`src/rtl/usb_lpm_host_pkg.sv`:
```
package usb_lpm_host_pkg;
  localparam int CTRL_W       = 8;
  localparam int CTRL_XMT_BIT = 0;
  localparam int CTRL_RES_BIT = 1;

  typedef enum logic [1:0] {
    XS_IDLE = 2'd0,
    XS_REQ  = 2'd1,
    XS_WAIT = 2'd2
  } xmt_state_e;
endpackage

```
`src/rtl/usb_lpm_xmt_fsm.sv`:
```
module usb_lpm_xmt_fsm
  import usb_lpm_host_pkg::*;
#(
  parameter int MAX_TIMEOUTS = 3
) (
  input  logic clk,
  input  logic rst_n,
  input  logic start,
  input  logic tok_rx,
  input  logic rsp_timeout,
  output logic req_valid,
  input  logic req_ready,
  output logic busy,
  output logic done_stb,
  output logic err_stb
);
  localparam int TW = (MAX_TIMEOUTS < 2) ? 1 : $clog2(MAX_TIMEOUTS);
  localparam logic [TW-1:0] LAST_TMO = TW'(MAX_TIMEOUTS - 1);

  xmt_state_e      state_q;
  logic [TW-1:0]   tmo_q;

  always_ff @(posedge clk) begin
    if (!rst_n) begin
      state_q  <= XS_IDLE;
      tmo_q    <= '0;
      done_stb <= 1'b0;
      err_stb  <= 1'b0;
    end else begin
      done_stb <= 1'b0;
      err_stb  <= 1'b0;
      unique case (state_q)
        XS_IDLE: begin
          if (start) begin
            state_q <= XS_REQ;
            tmo_q   <= '0;
          end
        end
        XS_REQ: begin
          if (tok_rx) begin
            state_q  <= XS_IDLE;
            done_stb <= 1'b1;
          end else if (req_ready) begin
            state_q <= XS_WAIT;
          end
        end
        XS_WAIT: begin
          if (tok_rx) begin
            state_q  <= XS_IDLE;
            done_stb <= 1'b1;
          end else if (rsp_timeout) begin
            if (tmo_q == LAST_TMO) begin
              state_q <= XS_IDLE;
              err_stb <= 1'b1;
            end else begin
              tmo_q   <= tmo_q + 1'b1;
              state_q <= XS_REQ;
            end
          end
        end
        default: state_q <= XS_IDLE;
      endcase
    end
  end

  assign req_valid = (state_q == XS_REQ);
  assign busy      = (state_q != XS_IDLE);
endmodule

```
`src/rtl/usb_lpm_resume_timer.sv`:
```
module usb_lpm_resume_timer #(
  parameter int BASE_CYC = 10000,
  parameter int STEP_CYC = 15000,
  parameter int HIRD_W   = 4
) (
  input  logic              clk,
  input  logic              rst_n,
  input  logic              start,
  input  logic [HIRD_W-1:0] hird,
  output logic              active
);
  localparam int MAX_LEN = BASE_CYC + ((1 << HIRD_W) - 1) * STEP_CYC;
  localparam int CW      = $clog2(MAX_LEN + 1);

  logic [CW-1:0] cnt_q;
  logic [CW-1:0] load_len;

  assign load_len = CW'(BASE_CYC) + CW'(hird) * CW'(STEP_CYC);

  always_ff @(posedge clk) begin
    if (!rst_n) begin
      cnt_q  <= '0;
      active <= 1'b0;
    end else if (!active) begin
      if (start) begin
        cnt_q  <= load_len;
        active <= 1'b1;
      end
    end else begin
      cnt_q <= cnt_q - 1'b1;
      if (cnt_q == CW'(1)) active <= 1'b0;
    end
  end
endmodule

```
`src/rtl/usb_lpm_host_ctl.sv`:
```
module usb_lpm_host_ctl
  import usb_lpm_host_pkg::*;
#(
  parameter int BASE_CYC     = 10000,
  parameter int STEP_CYC     = 15000,
  parameter int MAX_TIMEOUTS = 3,
  parameter int HIRD_W       = 4
) (
  input  logic              clk,
  input  logic              rst_n,
  input  logic              reg_wr,
  input  logic [CTRL_W-1:0] reg_wdata,
  output logic [CTRL_W-1:0] ctrl_rdata,
  input  logic [HIRD_W-1:0] hird,
  input  logic              link_in_l1,
  output logic              lpm_req_valid,
  input  logic              lpm_req_ready,
  input  logic              tok_rx,
  input  logic              rsp_timeout,
  output logic              resume_drive,
  output logic              xmt_done,
  output logic              xmt_err
);
  logic xmt_busy;
  logic xmt_start;
  logic res_start;

  assign xmt_start = reg_wr && reg_wdata[CTRL_XMT_BIT];
  assign res_start = reg_wr && reg_wdata[CTRL_RES_BIT] && link_in_l1;

  usb_lpm_xmt_fsm #(
    .MAX_TIMEOUTS(MAX_TIMEOUTS)
  ) i_xmt (
    .clk        (clk),
    .rst_n      (rst_n),
    .start      (xmt_start),
    .tok_rx     (tok_rx),
    .rsp_timeout(rsp_timeout),
    .req_valid  (lpm_req_valid),
    .req_ready  (lpm_req_ready),
    .busy       (xmt_busy),
    .done_stb   (xmt_done),
    .err_stb    (xmt_err)
  );

  usb_lpm_resume_timer #(
    .BASE_CYC(BASE_CYC),
    .STEP_CYC(STEP_CYC),
    .HIRD_W  (HIRD_W)
  ) i_res (
    .clk   (clk),
    .rst_n (rst_n),
    .start (res_start),
    .hird  (hird),
    .active(resume_drive)
  );

  always_comb begin
    ctrl_rdata               = '0;
    ctrl_rdata[CTRL_XMT_BIT] = xmt_busy;
    ctrl_rdata[CTRL_RES_BIT] = resume_drive;
  end
endmodule

```
`config.mk`:
```
export PLATFORM = sky130hd
export DESIGN_NAME = usb_lpm_host_ctl
export DESIGN_NICKNAME = d
export VERILOG_FILES = /design/src/rtl/usb_lpm_host_pkg.sv /design/src/rtl/usb_lpm_xmt_fsm.sv /design/src/rtl/usb_lpm_resume_timer.sv /design/src/rtl/usb_lpm_host_ctl.sv
export SDC_FILE = /design/constraint.sdc
export NUM_CORES = 1
export LEC_CHECK = 0
export BUFFER_PORTS_ARGS = -buffer_cell sky130_fd_sc_hd__buf_4
export CORE_ASPECT_RATIO = 1.4
export CORE_MARGIN = 2
export CORE_UTILIZATION = 53
export DETAILED_ROUTE_END_ITERATION = 16
export HOLD_SLACK_MARGIN = 0.12
export PLACE_DENSITY = 0.86
export SLEW_MARGIN = 20
export SYNTH_ARGS = -nofsm -noshare
export SYNTH_HDL_FRONTEND = slang
export SYNTH_HIERARCHICAL = 1
export SYNTH_SLANG_ARGS = --single-unit
```
`constraint.sdc`:
```
create_clock -name clk -period 3.25 [get_ports clk]
set_input_delay 0.4875 -clock clk [delete_from_list [all_inputs] [get_ports clk]]
set_output_delay 0.4875 -clock clk [all_outputs]
set_load 0.05 [all_outputs]
```
==> results.md, run 1 <==
- Top post-synthesis cells by count: 33 x ha_1, 30 x a21oi_1, 28 x nor2_1, 25 x dfxtp_1, 22 x nand2_1
- Routed len/inst: 13.9 µm
- Clock Path Buffers: 2
- Tightest Hold Check Type: primary input to register
- Post-route cell area: 3010 µm²
- Fin nets: 424
- Setup crit end kind: register
- Fmax: 0.311 GHz
- Gr usage total: 0.237
- Top post-synthesis cells by area: dfxtp_1 20%, ha_1 16%, a21oi_1 5.9%
- Measured slew at the worst slew-check pin: 0.817 ns
- Fillers: 406
- Cell variety after synth: 59
- Synthesized area per cell: 7.92 µm²
- Starting Density: 0.552
- Sequential share of the synthesized area: 0.198
- Cells after Synth: 319
- Register area: 500 µm²
- Rel. slew slack: 0.454
- Status: finished clean
- Min cycle time layout: 3.22 ns
- H-tree depth: 1
- Critical path required time: 3.41 ns
- Die Y-Extent: 85.7 µm
- Yosys top cell by area: dfxtp_1
- Worst IR Drop VDD: 246 µV
- Post-Synthesis Cell Area: 2520 µm²
- Area of the core: 4570 µm²
- Chip width: 62.3 µm
- Wirelength, routed: 5.98 mm
- Gpl congestion: 0.888
- Routed Antenna Nets: 0
- Layout Skew: 0.00150 ns
- Placed Area: 2960 µm²
- Setup-failing EPs final: 0
- Vias per cell: 5.76
- FF+latch count, synth: 25
- Post-synth EDFFs: 0
- Vias post-DR: 2482
- TritonCTS Buffers: 3
- Reg-to-reg slack, setup: 0.86 ns
- PwrDens: 478 nW/µm²
- DRT iter0 DRCs: 176
- Final HPWL DP: 4.76 mm
- Hold WS: 0.478 ns
- Drt pass-1 iters: 5
- Critical Path AT: 3.38 ns
- Vias in the first global route: 2479
- CTS sink cnt: 25
- Pin count of the biggest net entering global routing: 29
- Max-Cap Viols: 0
- RSZ-0062 raised after global routing: yes
- CTS tree: built
- Multi-input logic area: 1870 µm²
- CP Class: primary input to register
- Top_reg_cell synth: dfxtp_1
- Initial antenna violation count: 0
- I/O Pins: 31
- Max-slew violations: 0
- First-pass GRT wire length: 10.4 mm
- Synth top area share: 0.198
- Setup bufs post-CTS: 0
- Worst-path maximum fanout: 4
- Ys Warns: 6
- Clock transition at path regs: 0.09 ns
- Worst skew pair latency: 0.27 ns
- Most frequent cell after synthesis: ha_1
- Leak pwr: 1.41 nW
- Input/output buffers: 18
- Final period util: 0.990
- Final Hold Vio Count: 0
- Share of cells above drive strength 1: 0.201
- Global route overflow: 0
- Crit start category: primary input
- Ant diodes: 0
- Total negative setup slack: 0 ns
- Area Overhead vs Synth: 19.2%
- Post-route DRC violation count: 0
- Rows: 29
- Root buffer cell: clkbuf_8
- FFs w/ async S/R, synth: 0
- Die ar.: 5340 µm²
[cells in the final DEF, fill, tap and decap left out, drive strengths merged, types with 3 or more instances in the layout]
cell    synthesis  routed
and3            5       5
nor2           28      28
mux2i           4       4
o311ai          3       3
or4             3       3
o21ai          15      15
a31oi           3       3
conb            1       6
ha             33      33
nand4           4       4
inv            19      19
clkbuf          7       4
o221ai          5       5
xor2           10      10
and2            4       4
nand3           6       6
dfxtp          25      25
a21o            5       5
or3             7       7
or2             3       3
buf            10      58
nand2          22      22
xnor2          12      12
a21oi          31      31
o22ai           3       3
o211ai          3       3
nand2b          5       5
nor3            8       8
a211oi          4       4
[stage by stage]
stage          utilization  total power [mW]  setup WS (ns)  instances
2_1_floorplan            -              1.01         0.0665        324
3_3_place_gp         0.648              1.22         -0.108        427
3_5_place_dp         0.648              1.25         -0.212        427
4_1_cts              0.657              1.44         0.0577        431
5_1_grt              0.658              1.55        -0.0144        431
6_report             0.658              1.44         0.0332        431
[per-layer routing]
metal / wire, µm / track usage / up-vias
li1: - / - / 1245
met1: 2230 / 0.241 / 1152
met2: 3370 / 0.488 / 71
met3: 218 / 0.0157 / 14
met4: 163 / 0.101 / 0
met5: 0 / 0 / -
[logic make-up (layout without fill, tap and decap cells)]
group,Yosys count,count (layout),synth area share
fa+ha+maj,35,35,0.179
buf+inv,38,83,0.0694
xor+xnor,22,22,0.0763
flops,25,25,0.198
mux,4,4,0.0159
other cells,1,6,0.00149
compound gates,91,91,0.250
simple gates,103,103,0.209
[repair_timing]
item                       in CTS  in global routing
setup endpoints to repair       0                  3
gates resized for setup         0                  2
hold buffers                    0                  0
[worst paths after layout]
kind                       start  cells after the start               to
setup / recovery         hird[3]                     14  i_res/cnt_q[17]
hold / removal       rsp_timeout                      3    i_xmt/err_stb
setup reg to reg  i_res/cnt_q[9]                      7  i_res/cnt_q[17]
hold reg to reg   i_xmt/tmo_q[1]                      2   i_xmt/tmo_q[1]
[layout make-up]
class                      instances  share of cell area
clock buffer                       4              0.0150
timing repair buffer              58               0.145
tap                               62              0.0258
sequential                        25               0.166
multi-input combinational        261               0.622
inverter                          21              0.0262
[flip-flops by register name, indices dropped and copies added, names as in the netlist]
name / count
i_res/cnt_q: 18
i_xmt/state_q: 2
i_xmt/tmo_q: 2
i_res/active: 1
i_xmt/done_stb: 1
i_xmt/err_stb: 1
[critical path, stage by stage]
cell and delay (ns):
buf_4 0.12, buf_4 0.15, ha_1 0.21, xor2_1 0.18, ha_1 0.19, a21o_1 0.16
ha_1 0.31, nand3_1 0.15, a211oi_1 0.46, o41ai_1 0.13, xor2_1 0.19, a2111oi_4 0.36
xnor2_1 0.18, o2bb2ai_1 0.09
[power by group]
| part | internal, mW | leakage [nW] | switching [mW] | total, mW |
|---|---|---|---|---|
| clock | 0.0877 | 0.0228 | 0.0978 | 0.186 |
| combinational | 0.388 | 1.18 | 0.486 | 0.873 |
| sequential | 0.344 | 0.204 | 0.0371 | 0.381 |
No activity file was read; power rests on OpenSTA's default activity.
==> inputs of run 2 (changes only) <==
--- a/config.mk
+++ b/config.mk
@@ -12,6 +12,7 @@
 export DETAILED_ROUTE_END_ITERATION = 16
 export HOLD_SLACK_MARGIN = 0.12
 export PLACE_DENSITY = 0.86
+export SETUP_SLACK_MARGIN = 0.5
 export SLEW_MARGIN = 20
 export SYNTH_ARGS = -nofsm -noshare
 export SYNTH_HDL_FRONTEND = slang
==> results.md, run 2 (same netlist as run 1, synthesis figures left out) <==
- Layout Skew: 0.00197 ns (was 0.00150 ns)
- Vias per cell: 6.10 (was 5.76)
- Total negative setup slack: 0 ns (unchanged)
- Pin count of the biggest net entering global routing: 21 (was 29)
- Hold Buf Count CTS: 0 (unchanged)
- Hold Startpoint: i_xmt/tmo_q[0] (was rsp_timeout)
- Leak pwr: 1.39 nW (was 1.41 nW)
- Comb power frac: 0.644 (was 0.607)
- Reg-to-reg slack, setup: 0.88 ns (was 0.86 ns)
- Crit. Startpoint: hird[2] (was hird[3])
- H-tree depth: 1 (unchanged)
- DRT iter0 DRCs: 198 (was 176)
- Drt pass-1 iters: 5 (unchanged)
- CTS tree: built (unchanged)
- Crit start category: primary input (unchanged)
- Critical-path top delay cell: ha_1 (was a211oi_1)
- Worst skew pair latency: 0.27 ns (about the same)
- Gpl congestion: 0.861 (was 0.888)
- Worst-path maximum fanout: 5 (was 4)
- Clock transition at path regs: 0.09 ns (about the same)
- Status: finished clean (unchanged)
- Max-Cap Viols: 0 (unchanged)
- Critical path required time: 3.41 ns (about the same)
- Critical path cell sequence: buf_12 > ha_4 > xor2_1 > ha_1 > ha_4 > nand3_4 > a211oi_4 > buf_4 > o41ai_2 > xor2_1 > buf_4 > a2111oi_4 > xnor2_1 > o2bb2ai_1 (was buf_4 > buf_4 > ha_1 > xor2_1 > ha_1 > a21o_1 > ha_1 > nand3_1 > a211oi_1 > o41ai_1 > xor2_1 > a2111oi_4 > xnor2_1 > o2bb2ai_1)
- Routed len/inst: 15.8 µm (was 13.9 µm)
- Die Y-Extent: 85.7 µm (unchanged)
- Starting Density: 0.552 (unchanged)
- Switching share of power: 0.443 (was 0.431)
- Vias in the first global route: 2284 (was 2479)
- Total power: 1.59 mW (was 1.44 mW)
- Ant diodes: 0 (unchanged)
- Fin nets: 410 (was 424)
- Clock power share: 0.116 (was 0.129)
- Reg with most FFs: i_res/cnt_q (unchanged)
- PwrDens: 487 nW/µm² (was 478 nW/µm²)
- R2r startpoint: i_res/cnt_q[2] (was i_res/cnt_q[9])
- Min cycle time layout: 2.87 ns (was 3.22 ns)
- Fmax: 0.349 GHz (was 0.311 GHz)
- P_sw: 0.705 mW (was 0.621 mW)
- Chip width: 62.3 µm (unchanged)
- Worst path max stage delay: 0.33 ns (was 0.46 ns)
- Setup-failing EPs final: 0 (unchanged)
- Measured slew at the worst slew-check pin: 0.838 ns (was 0.817 ns)
- First-pass GRT wire length: 10.0 mm (was 10.4 mm)
- Most frequent cells in the layout: 38 x buf_4, 28 x nor2_1, 26 x a21oi_1 (was 58 x buf_4, 33 x ha_1, 29 x a21oi_1)
- Wirelength, routed: 6.59 mm (was 5.98 mm)
- Area Overhead vs Synth: 29.5% (was 19.2%)
- Final Hold Vio Count: 0 (unchanged)
- Routed Antenna Nets: 0 (unchanged)
- Largest regs: i_res/cnt_q: 18 flops, i_xmt/state_q: 2 flops, i_xmt/tmo_q: 2 flops (unchanged)
- Gr usage total: 0.227 (was 0.237)
- Rel. slew slack: 0.440 (was 0.454)
- Largest register FFs: 18 (unchanged)
- Final Util: 0.715 (was 0.658)
- Final period util: 0.882 (was 0.990)
- Vias post-DR: 2542 (was 2482)
- Sequential share of power: 0.240 (was 0.264)
- TritonCTS Buffers: 3 (unchanged)
- Rows: 29 (unchanged)
- Tightest Hold Check Type: register to register (was primary input to register)
- Final HPWL DP: 4.61 mm (was 4.76 mm)
- Most common cell after layout, fill and taps aside: buf_4 (unchanged)
- Input/output buffers: 18 (unchanged)
- Worst IR Drop VDD: 304 µV (was 246 µV)
- Area of the core: 4570 µm² (unchanged)
- Root buffer cell: clkbuf_8 (unchanged)
- RSZ-0062 raised after global routing: yes (unchanged)
- Die ar.: 5340 µm² (unchanged)
- CP Class: primary input to register (unchanged)
- Max-slew violations: 0 (unchanged)
- CTS sink cnt: 25 (unchanged)
- Initial antenna violation count: 0 (unchanged)
- Critical Path AT: 3.03 ns (was 3.38 ns)
- Share of cells above drive strength 1: 0.256 (was 0.201)
- Int Pwr: 0.888 mW (was 0.819 mW)
- Post-route DRC violation count: 0 (unchanged)
- Global route overflow: 0 (unchanged)
- Clock Path Buffers: 2 (unchanged)
- Hold WS: 0.470 ns (was 0.478 ns)
- Setup crit end kind: register (unchanged)
- I/O Pins: 31 (unchanged)
[run 2: cell types whose count changed in the layout (fill, tap and decap cells not counted), moves of 2 or more]
cell      change
buf_4        -20
ha_1         -12
ha_4         +12
buf_6         +5
a21oi_1       -3
a21oi_2       +3
inv_1         -3
o22ai_1       -3
a211oi_1      -2
o22ai_4       +2
or2_2         -2
or2_4         +2
[run 2: path summary, 6_finish.rpt]
check | endpoint | cells past startpoint
max reg2reg | i_res/cnt_q[13] | 6
min reg2reg | i_xmt/tmo_q[0] | 2
min | i_xmt/tmo_q[0] | 2
max | i_res/cnt_q[17] | 14
[run 2: routing by layer]
| layer | routed length, µm | up-vias | GRT usage |
|---|---|---|---|
| li1 | - | 1223 | - |
| met1 | 2500 | 1227 | 0.241 |
| met2 | 3770 | 78 | 0.461 |
| met3 | 213 | 14 | 0.0131 |
| met4 | 110 | 0 | 0.0929 |
| met5 | 0 | - | 0 |
[run 2: power by group through the flow]
stage	logic [mW]	registers, mW	clock network, mW
after floorplan	0.695	0.390	0
after global placement	0.840	0.385	0
after detailed placement	0.863	0.388	0
after CTS	0.923	0.381	0.187
after global routing	1.11	0.390	0.203
final	1.03	0.382	0.184
[run 2: critical path: cells and delay by family]
family,cells,cell delay (ns)
adders and majority gates,3,0.88
and+or+nand+nor,1,0.08
xor gates and xnor gates,3,0.52
AOI/OAI and AO/OA,4,0.60
buffers and inverters,3,0.45
[run 2: area by class of cell]
| cell class | count | area [µm²] |
|---|---|---|
| clock buffers | 3 | 41.3 |
| clock inverters | 1 | 5.00 |
| fillers | 337 | 1300 |
| inverters | 21 | 93.8 |
| multi-input cells | 261 | 2190 |
| flip-flops and latches | 25 | 500 |
| well taps | 62 | 77.6 |
| repair buffers | 44 | 362 |
[run 2: through the flow]
| step | cell area (µm²) | cells | setup WS [ns] |
|---|---|---|---|
| after floorplan | 2770 | 324 | 0.400 |
| after global placement | 2950 | 396 | 0.0683 |
| after detailed placement | 2950 | 396 | 0.0310 |
| after CTS | 3130 | 407 | 0.446 |
| after global routing | 3270 | 417 | 0.305 |
| final | 3270 | 417 | 0.385 |
[run 2: repair_timing]
action,in CTS,in global routing
setup buffers,7,10
setup endpoints to repair,5,7
resized for setup,13,12
pin swaps,15,20
